<file path="config.mk">
export PLATFORM = sky130hd
export DESIGN_NAME = link_bringup_seq
export DESIGN_NICKNAME = d
export VERILOG_FILES = /design/src/rtl/lbs_pkg.sv /design/src/rtl/lbs_fsm.sv /design/src/rtl/lbs_flag_bank.sv /design/src/rtl/lbs_regmap.sv /design/src/rtl/link_bringup_seq.sv
export SDC_FILE = /design/constraint.sdc
export NUM_CORES = 1
export LEC_CHECK = 0
export ABC_CLOCK_PERIOD_IN_PS = 1600
export BUFFER_PORTS_ARGS = -buffer_cell sky130_fd_sc_hd__buf_2
export CORE_MARGIN = 4
export CORE_UTILIZATION = 28
export CTS_CLUSTER_DIAMETER = 60
export CTS_CLUSTER_SIZE = 30
export DETAILED_ROUTE_END_ITERATION = 12
export PLACE_DENSITY_LB_ADDON = 0.08
export REMOVE_ABC_BUFFERS = 1
export SETUP_SLACK_MARGIN = 0.3
export SLEW_MARGIN = 20
export SYNTH_ARGS = -nofsm -noshare
export SYNTH_HDL_FRONTEND = slang
export SYNTH_HIERARCHICAL = 1
export SYNTH_SLANG_ARGS = --single-unit
</file>
<file path="constraint.sdc">
create_clock -name clk -period 1.6 [get_ports clk]
set_input_delay 0.08 -clock clk [delete_from_list [all_inputs] [get_ports clk]]
set_output_delay 0.08 -clock clk [all_outputs]
set_load 0.05 [all_outputs]
</file>
<file path="src/rtl/lbs_pkg.sv">
package lbs_pkg;
  localparam int NFLAG     = 4;
  localparam int STW       = 3;
  localparam int FLAG_RATE = 0;
  localparam int FLAG_PROT = 1;
  localparam int FLAG_CM   = 2;
  localparam int FLAG_VSS  = 3;

  // Adjacent phases differ in one bit; code 3'b100 is unused.
  typedef enum logic [STW-1:0] {
    ST_STBY = 3'b000,
    ST_L1   = 3'b001,
    ST_PROT = 3'b011,
    ST_CM   = 3'b010,
    ST_IFN  = 3'b110,
    ST_OPER = 3'b111,
    ST_PASV = 3'b101
  } lbs_state_e;
endpackage

</file>
<file path="src/rtl/lbs_fsm.sv">
module lbs_fsm
  import lbs_pkg::*;
(
  input  logic             clk,
  input  logic             rst_n,
  input  logic             link_en,
  input  logic             l1_sync_ok,
  input  logic             passive_mode,
  input  logic [NFLAG-1:0] flags,
  output lbs_state_e       state,
  output logic             sync_clr,
  output logic             in_prot,
  output logic             in_cm
);
  lbs_state_e state_q, state_d;
  logic       synced_phase;

  // Phases past L1 sync that depend on keeping synchronisation.
  always_comb begin
    synced_phase = (state_q == ST_PROT) || (state_q == ST_CM) ||
                   (state_q == ST_IFN)  || (state_q == ST_OPER) ||
                   (state_q == ST_PASV);
  end

  assign sync_clr = synced_phase && !l1_sync_ok;
  assign in_prot  = (state_q == ST_PROT);
  assign in_cm    = (state_q == ST_CM);
  assign state    = state_q;

  always_comb begin
    state_d = state_q;
    if (sync_clr) begin
      state_d = ST_L1;
    end else begin
      unique case (state_q)
        ST_STBY: if (link_en)                           state_d = ST_L1;
        ST_L1:   if (l1_sync_ok && flags[FLAG_RATE])    state_d = ST_PROT;
        ST_PROT: if (flags[FLAG_PROT])                  state_d = ST_CM;
        ST_CM:   if (flags[FLAG_CM])                    state_d = ST_IFN;
        ST_IFN:  if (flags[FLAG_VSS])                   state_d = ST_OPER;
        ST_OPER: if (passive_mode)                      state_d = ST_PASV;
        ST_PASV: if (!passive_mode)                     state_d = ST_OPER;
        default:                                        state_d = ST_STBY;
      endcase
    end
  end

  always_ff @(posedge clk or negedge rst_n) begin
    if (!rst_n) state_q <= ST_STBY;
    else        state_q <= state_d;
  end

  p_state_legal_r1: assert property (@(posedge clk) disable iff (!rst_n)
    state_q != lbs_state_e'(3'b100));
  p_l1_gate_r3: assert property (@(posedge clk) disable iff (!rst_n)
    (state_q == ST_L1 && !(l1_sync_ok && flags[FLAG_RATE])) |=> state_q == ST_L1);
  p_prot_gate_r4: assert property (@(posedge clk) disable iff (!rst_n)
    (state_q == ST_PROT && !flags[FLAG_PROT]) |=> state_q != ST_CM);
  p_cm_gate_r4: assert property (@(posedge clk) disable iff (!rst_n)
    (state_q == ST_CM && !flags[FLAG_CM]) |=> state_q != ST_IFN);
  p_vss_gate_r4: assert property (@(posedge clk) disable iff (!rst_n)
    (state_q == ST_IFN && !flags[FLAG_VSS]) |=> state_q != ST_OPER);
  p_sync_fallback_r9: assert property (@(posedge clk) disable iff (!rst_n)
    sync_clr |=> state_q == ST_L1);
  p_passive_enter_r10: assert property (@(posedge clk) disable iff (!rst_n)
    (state_q == ST_OPER && l1_sync_ok && passive_mode) |=> state_q == ST_PASV);
  p_passive_leave_r10: assert property (@(posedge clk) disable iff (!rst_n)
    (state_q == ST_PASV && l1_sync_ok && !passive_mode) |=> state_q == ST_OPER);
endmodule

</file>
<file path="src/rtl/lbs_flag_bank.sv">
module lbs_flag_bank #(
  parameter int NF = 4
) (
  input  logic          clk,
  input  logic          rst_n,
  input  logic          hw_en,
  input  logic          wr_en,
  input  logic [NF-1:0] wr_flags,
  input  logic [NF-1:0] pin_flags,
  input  logic [NF-1:0] auto_set,
  input  logic [NF-1:0] clr_mask,
  output logic [NF-1:0] flags
);
  for (genvar i = 0; i < NF; i++) begin : g_flag
    logic flag_q, flag_d, flag_en;

    // Priority: sync-loss clear, auto-completion, pin/software source.
    always_comb begin
      flag_en = 1'b0;
      flag_d  = flag_q;
      if (clr_mask[i]) begin
        flag_en = 1'b1;
        flag_d  = 1'b0;
      end else if (auto_set[i]) begin
        flag_en = 1'b1;
        flag_d  = 1'b1;
      end else if (hw_en) begin
        flag_en = 1'b1;
        flag_d  = pin_flags[i];
      end else if (wr_en) begin
        flag_en = 1'b1;
        flag_d  = wr_flags[i];
      end
    end

    always_ff @(posedge clk or negedge rst_n) begin
      if (!rst_n)       flag_q <= 1'b0;
      else if (flag_en) flag_q <= flag_d;
    end

    assign flags[i] = flag_q;

    p_clear_r9: assert property (@(posedge clk) disable iff (!rst_n)
      clr_mask[i] |=> !flags[i]);
    p_auto_r7: assert property (@(posedge clk) disable iff (!rst_n)
      (auto_set[i] && !clr_mask[i]) |=> flags[i]);
    p_pin_copy_r6: assert property (@(posedge clk) disable iff (!rst_n)
      (hw_en && !clr_mask[i] && !auto_set[i]) |=> flags[i] == $past(pin_flags[i]));
    p_hold_r5: assert property (@(posedge clk) disable iff (!rst_n)
      (!hw_en && !wr_en && !clr_mask[i] && !auto_set[i]) |=> $stable(flags[i]));
  end
endmodule

</file>
<file path="src/rtl/lbs_regmap.sv">
module lbs_regmap
  import lbs_pkg::*;
#(
  parameter int DATA_W    = 32,
  parameter int STATE_LSB = 8
) (
  input  lbs_state_e       state,
  input  logic [NFLAG-1:0] flags,
  input  logic [DATA_W-1:0] wdata,
  output logic [NFLAG-1:0] wr_flags,
  output logic [DATA_W-1:0] rdata
);
  localparam int STATE_MSB = STATE_LSB + STW - 1;

  logic wdata_hi_unused;

  always_comb begin
    rdata = '0;
    rdata[NFLAG-1:0]          = flags;
    rdata[STATE_MSB:STATE_LSB] = state;
  end

  assign wr_flags        = wdata[NFLAG-1:0];
  assign wdata_hi_unused = ^wdata[DATA_W-1:NFLAG];
endmodule

</file>
<file path="src/rtl/link_bringup_seq.sv">
module link_bringup_seq
  import lbs_pkg::*;
#(
  parameter int DATA_W    = 32,
  parameter int STATE_LSB = 8
) (
  input  logic              clk,
  input  logic              rst_n,
  input  logic              link_en,
  input  logic              l1_sync_ok,
  input  logic              passive_mode,
  input  logic              hw_seq_en,
  input  logic [NFLAG-1:0]  done_pins,
  input  logic              prot_auto,
  input  logic              cm_slow_auto,
  input  logic              cm_fast_auto,
  input  logic              reg_wr,
  input  logic [DATA_W-1:0] reg_wdata,
  output logic [DATA_W-1:0] reg_rdata
);
  lbs_state_e       state;
  logic [NFLAG-1:0] flags, wr_flags, auto_set, clr_mask;
  logic             sync_clr, in_prot, in_cm;

  // Bit-rate flag survives a sync fallback; the later ones do not.
  always_comb begin
    clr_mask            = {NFLAG{sync_clr}};
    clr_mask[FLAG_RATE] = 1'b0;
    auto_set            = '0;
    auto_set[FLAG_PROT] = prot_auto & in_prot;
    auto_set[FLAG_CM]   = (cm_slow_auto | cm_fast_auto) & in_cm;
  end

  lbs_fsm u_fsm (
    .clk          (clk),
    .rst_n        (rst_n),
    .link_en      (link_en),
    .l1_sync_ok   (l1_sync_ok),
    .passive_mode (passive_mode),
    .flags        (flags),
    .state        (state),
    .sync_clr     (sync_clr),
    .in_prot      (in_prot),
    .in_cm        (in_cm)
  );

  lbs_flag_bank #(.NF(NFLAG)) u_flags (
    .clk       (clk),
    .rst_n     (rst_n),
    .hw_en     (hw_seq_en),
    .wr_en     (reg_wr),
    .wr_flags  (wr_flags),
    .pin_flags (done_pins),
    .auto_set  (auto_set),
    .clr_mask  (clr_mask),
    .flags     (flags)
  );

  lbs_regmap #(.DATA_W(DATA_W), .STATE_LSB(STATE_LSB)) u_regmap (
    .state    (state),
    .flags    (flags),
    .wdata    (reg_wdata),
    .wr_flags (wr_flags),
    .rdata    (reg_rdata)
  );

  p_sw_blocked_r6: assert property (@(posedge clk) disable iff (!rst_n)
    (hw_seq_en && reg_wr && !sync_clr && auto_set == '0)
      |=> reg_rdata[NFLAG-1:0] == $past(done_pins));
  p_bitrate_kept_r9: assert property (@(posedge clk) disable iff (!rst_n)
    (sync_clr && !hw_seq_en && !reg_wr) |=> $stable(reg_rdata[FLAG_RATE]));
endmodule

</file>
# After elaboration in Yosys (flattened, before gate mapping)
# Index checks and enable logic that the tools add are counted.
[word_totals]
ff_bits = 7
[classes]
eq_ne = 13
muxes = 29
bitwise = 3
reduce_logical = 17
[ops]
columns = ["op", "count"]
rows = [
  ["3-bit two-way mux", 8],
  ["3-bit case mux with 7 select lines", 1],
  ["1-bit two-way mux", 20],
  ["3-bit by 2-bit inequality test with 1-bit output, second input constant", 4],
  ["3-bit == test, second input constant", 3],
  ["3-bit inequality test, second input constant", 3],
  ["2-bit AND reduction", 4],
  ["4-bit nonzero test", 2],
  ["7-bit AND reduction", 1],
  ["3-bit by 2-bit == test with 1-bit output, second input constant", 2],
  ["1-bit logical OR", 4],
  ["3-bit by 1-bit == test with 1-bit output, second input constant", 1],
  ["3-bit logical NOT", 1],
  ["3-bit nonzero test", 1],
  ["1-bit AND", 2],
  ["1-bit logical AND", 2],
  ["2-bit nonzero test", 1],
  ["1-bit logical NOT", 1],
  ["1-bit OR", 1],
]

# Logic depth before layout (Yosys ltp)
[logic_depth]
ltp_word = 8
depth_mapped = 6

# Cells and area by module
# Netlist, hierarchy kept.
[by_module_without_submodules]
columns = ["module", "n_inst", "cells_each", "area_per_inst_um2", "seq_area_each_um2"]
rows = [
  ["lbs_regmap", 1, 37, 274.0, 0.0],
  ["lbs_fsm", 1, 32, 266.5, 75.1],
  ["lbs_flag_bank", 1, 25, 250.2, 100.1],
  ["link_bringup_seq", 1, 3, 17.5, 0.0],
]

# Worst setup path before layout
# Ideal clock, no wire load.
[synth_path]
path_type = "reg2reg"
startpoint = "register u_fsm.state_q[2], in the netlist u_fsm/state[2]"
endpoint = "register u_fsm.state_q[0], in the netlist u_fsm/state[0]"
setup_ns = 0.119
arrival_time_ns = 1.208
required_ns = 1.481
path_slack_ns = 0.273
stages_incl_launch_ff = 6
path_buffers = 1
synth_period_minus_slack_ns = 1.327
cell_sequence = "dfrtp_1 > buf_6 > or3_1 > a21oi_1 > a31oi_1 > o21a_1"
[synth_via]
elab_chain_len = 8
word_cells_on_any_way = 22
classes_between = "eq/ne: 13; mux: 2; reduce/logical: 7"
[synth_rtl]
columns = ["element", "line_no", "text"]
rows = [
  ["start: declaration", "lbs_fsm.sv:15", "lbs_state_e state_q, state_d;"],
  ["start signal: assignment", "lbs_fsm.sv:50", "else state_q <= state_d;"],
  ["3-bit by 2-bit == test with 1-bit output", "lbs_fsm.sv:20, lbs_fsm.sv:35", ""],
  ["1-bit logical OR (2 in a row)", "lbs_fsm.sv:20", "synced_phase = (state_q == ST_PROT) || (state_q == ST_CM) ||"],
  ["1-bit logical OR (2 in a row)", "lbs_fsm.sv:21", "(state_q == ST_IFN) || (state_q == ST_OPER) ||"],
  ["1-bit logical AND", "lbs_fsm.sv:25", "assign sync_clr = synced_phase && !l1_sync_ok;"],
  ["3-bit by 2-bit inequality test with 1-bit output (no source line) or 3-bit inequality test (tied branches)", "-", ""],
  ["7-bit AND reduction (no source line)", "-", ""],
]
# Several ways; a longest one is shown, not always the timed one.
# A chain may end at the register's enable or synchronous reset.

# Worst setup path after layout
[layout_path]
startpoint = "register u_fsm.state_q[0], in the netlist u_fsm/state[0]"
endpoint = "register u_fsm.state_q[0], in the netlist u_fsm/state[0]"
# Same word-level chain as after synthesis.

==> summary.txt <==
Power and ir drop
  • LEAKAGE: 0.432 nW
  • Pwr dens: 881 mW/mm^2
  • Pwr Total: 758 uW
  • Peak supply drop: 0.000431 V

Timing
  • Setup WS post-layout: 0.256 ns
  • Max-slew violation count: 0
  • Tmin final: 1.34 ns
  • RSZ-0062 raised after global routing: true
  • Min Hold Slack: 0.132 ns
  • Final hold violations: 0
  • Final Skew: 0.00404 ns
  • Maximum clock rate: 0.744 GHz
  • Setup_tns: 0 ns
  • Final worst path period share: 84.0%
  • Count of final setup violators: 0

Global routing
  • Global-route wire length before repair: 2440 um
  • Largest net degree at the start of global routing: 13
  • Vias in the first global route: 540
  • Total global routing track utilization: 8.72%
  • Initial antenna violation count: 0
  • Remaining Overflow, GRT: 0

Logic synthesis
  • Mux cell area share after synthesis: 8.98%
  • Yosys warning count: 6
  • Synth Area in XOR/XNOR: 0%
  • Top cell type by total area after synthesis: buf_4
  • Count of state elements after synthesis: 7
  • Yosys top cell area share: 37.2%
  • Synth Area in Compound Gates: 14.4%
  • Post-Syn Area per Cell: 8.33 um^2
  • Leading post-synthesis cells by cell area: buf_4 (37%), dfrtp_1 (22%), mux2i_1 (6.2%)
  • Largest family of logic cells by synthesized area: buffers and inverters
  • Seq/Total Area, Yosys: 21.7%
  • Post-synthesis simple-gate area fraction: 13.2%
  • Post-synthesis adder-cell area fraction: 0%
  • Distinct cells, synth: 28
  • Cells after Synth: 97
  • Mapped Area: 808 um^2

Detailed routing
  • Metal2 WL: 739 um
  • Total Wirelength: 1620 um
  • Via density per instance: 4.14
  • 1st-iter DRT viols: 14
  • Vias: 612
  • Metal3 WL: 192 um
  • Top Layer Used: met3
  • Detailed Routing Iterations Pass 1: 4
  • Met1 wire length: 690 um
  • WL/cell: 11.0 um
  • Number of remaining DRC errors: 0
  • DRT antenna net count: 0

Critical path
  • Worst setup SP type: flop
  • Arrival time at the worst endpoint: 1.48 ns
  • Delay of the slowest critical-path stage: 0.45 ns
  • Crit. End Element: flop
  • Critical path's slowest cell: dfrtp_2
  • CP top delay family: multiplexers
  • Worst Path Buf+Inv: 0
  • Cell Chain, Critical Path: mux2_4 -> mux2i_1 -> a31oi_1 -> o21a_1
  • Worst Path Max Fanout: 6
  • CP Class: flop to flop
  • Worst Path Required: 1.74 ns

Place
  • Dpl cells: 139
  • Port bufs: 24
  • Post-DP Area: 768 um^2
  • Routability cong.: 0.686
  • Setup WS pre-CTS: 0.123 ns
  • Detailed Place HPWL: 1320 um

Floorplanning
  • Die width: 61.7 um
  • Core Footprint: 0.00276 mm^2
  • Die Y: 61.7 um
  • IO Pins: 78
  • Die area: 0.00381 mm^2
  • Initial Utilization: 29.3%
  • FP Rows: 19

Clocking
  • Worst-path clk slew: 0.05 ns
  • Clock Latency Late Sink: 0.25 ns
  • Root Buffer: clkbuf_4
  • CTS tree: done
  • CTS Buf Count: 3
  • H-tree Lvls: 1
  • Max clock buf depth: 2
  • Sink Count: 7

Finish
  • Share of cells above drive strength 1: 36.8%
  • Fin util: 31.2%
  • Final layout net count: 164
  • Fin area: 861 um^2
  • Fin cells: 148
  • Syn-to-layout area delta: 6.50%
  • N_diodes: 0

Status
  • Status: finished clean

Worst hold path
  • Hold Path Class: input pin to flop

Job
  • Max-cap viol count: 0
==> path summary, 6_finish.rpt <==
check | endpoint | start | depth (start not counted) | slack, ns
worst min register to register | u_fsm/state[2] | u_fsm/state[2] | 2 | 0.63
max in group asynchronous | u_fsm/state[2] | rst_n | 2 | 1.23
worst max register to register | u_fsm/state[0] | u_fsm/state[0] | 4 | 0.26
min in group asynchronous | u_fsm/state[1] | rst_n | 2 | 0.20
worst min-delay path | u_fsm/state[1] | l1_sync_ok | 2 | 0.13
worst max-delay path | u_fsm/state[0] | u_fsm/state[0] | 4 | 0.26
==> power breakdown <==
part           total (mW)  internal, mW  switching (mW)
combinational       0.372         0.101           0.271
sequential          0.227         0.198          0.0286
clock               0.159        0.0950          0.0636
total               0.758         0.395           0.363
==> final cells by class <==
class / instances / area (um^2)
clock buffer: 4 / 26.3
fill: 321 / 1900
multi-input combinational: 73 / 428
timing repair buffer: 32 / 185
tap: 31 / 38.8
sequential: 7 / 179
inverter: 1 / 3.75
==> cell usage after synthesis <==
| cell type | instances |
|---|---|
| a211oi_1 | 4 |
| nand2_1 | 3 |
| o21ai_1 | 1 |
| buf_4 | 40 |
| o221a_1 | 1 |
| or3_1 | 1 |
| conb_1 | 2 |
| nor3_1 | 1 |
| o22ai_1 | 1 |
| mux2i_1 | 5 |
| inv_1 | 1 |
| nor2_1 | 6 |
| and3_1 | 1 |
| a211o_1 | 1 |
| o31ai_1 | 1 |
| buf_2 | 2 |
| mux2_2 | 2 |
| nor3b_1 | 4 |
| o21a_1 | 3 |
| clkbuf_2 | 1 |
| buf_6 | 1 |
| dfrtp_1 | 7 |
| a21oi_1 | 2 |
| a31oi_1 | 1 |
| nand4_1 | 1 |
| nand2b_1 | 2 |
| a41oi_1 | 1 |
| and2_1 | 1 |
==> state kept, by name (all words and copies together), names as in the netlist <==
| name | flops |
|---|---|
| u_fsm/state | 3 |
| u_flags/g_flag.flag_q | 4 |
==> repair_timing <==
item,CTS,global route
buffers inserted,3,1
gates cloned,0,0
setup endpoints to repair,4,5
gates resized for setup,6,5
pin swaps,2,3
hold endpoints to repair,7,0
hold buffers,1,0
==> kinds of logic (layout without fill, tap and decap cells) <==
group,Yosys count,in the layout
compound gates,16,16
flops,7,7
mux,7,7
buf+inv,45,37
other cells,2,30
simple gates,20,20
==> per-layer routing <==
| metal | vias to the layer above | global-route usage [%] |
|---|---|---|
| met3 | 0 | 4.96 |
| met4 | 0 | 0.909 |
| met1 | 278 | 12.0 |
| met5 | - | 0 |
| li1 | 301 | - |
| met2 | 33 | 12.3 |
==> cell usage in the layout, fill, tap and decap left out, drive strengths merged <==
cell | Yosys | routed
and2 | 1 | 1
nor2 | 6 | 6
mux2 | 2 | 2
nand2 | 3 | 3
nor3 | 1 | 1
dlygate4sd3 | 0 | 1
o21a | 3 | 3
mux2i | 5 | 5
conb | 2 | 30
or3 | 1 | 1
a31oi | 1 | 1
a211o | 1 | 1
clkbuf | 1 | 4
o221a | 1 | 1
nor3b | 4 | 4
o21ai | 1 | 1
o31ai | 1 | 1
inv | 1 | 1
a21oi | 2 | 2
a211oi | 4 | 4
nand2b | 2 | 2
a41oi | 1 | 1
dfrtp | 7 | 7
o22ai | 1 | 1
nand4 | 1 | 1
and3 | 1 | 1
buf | 43 | 31
Power figures use the tool's default switching activity.
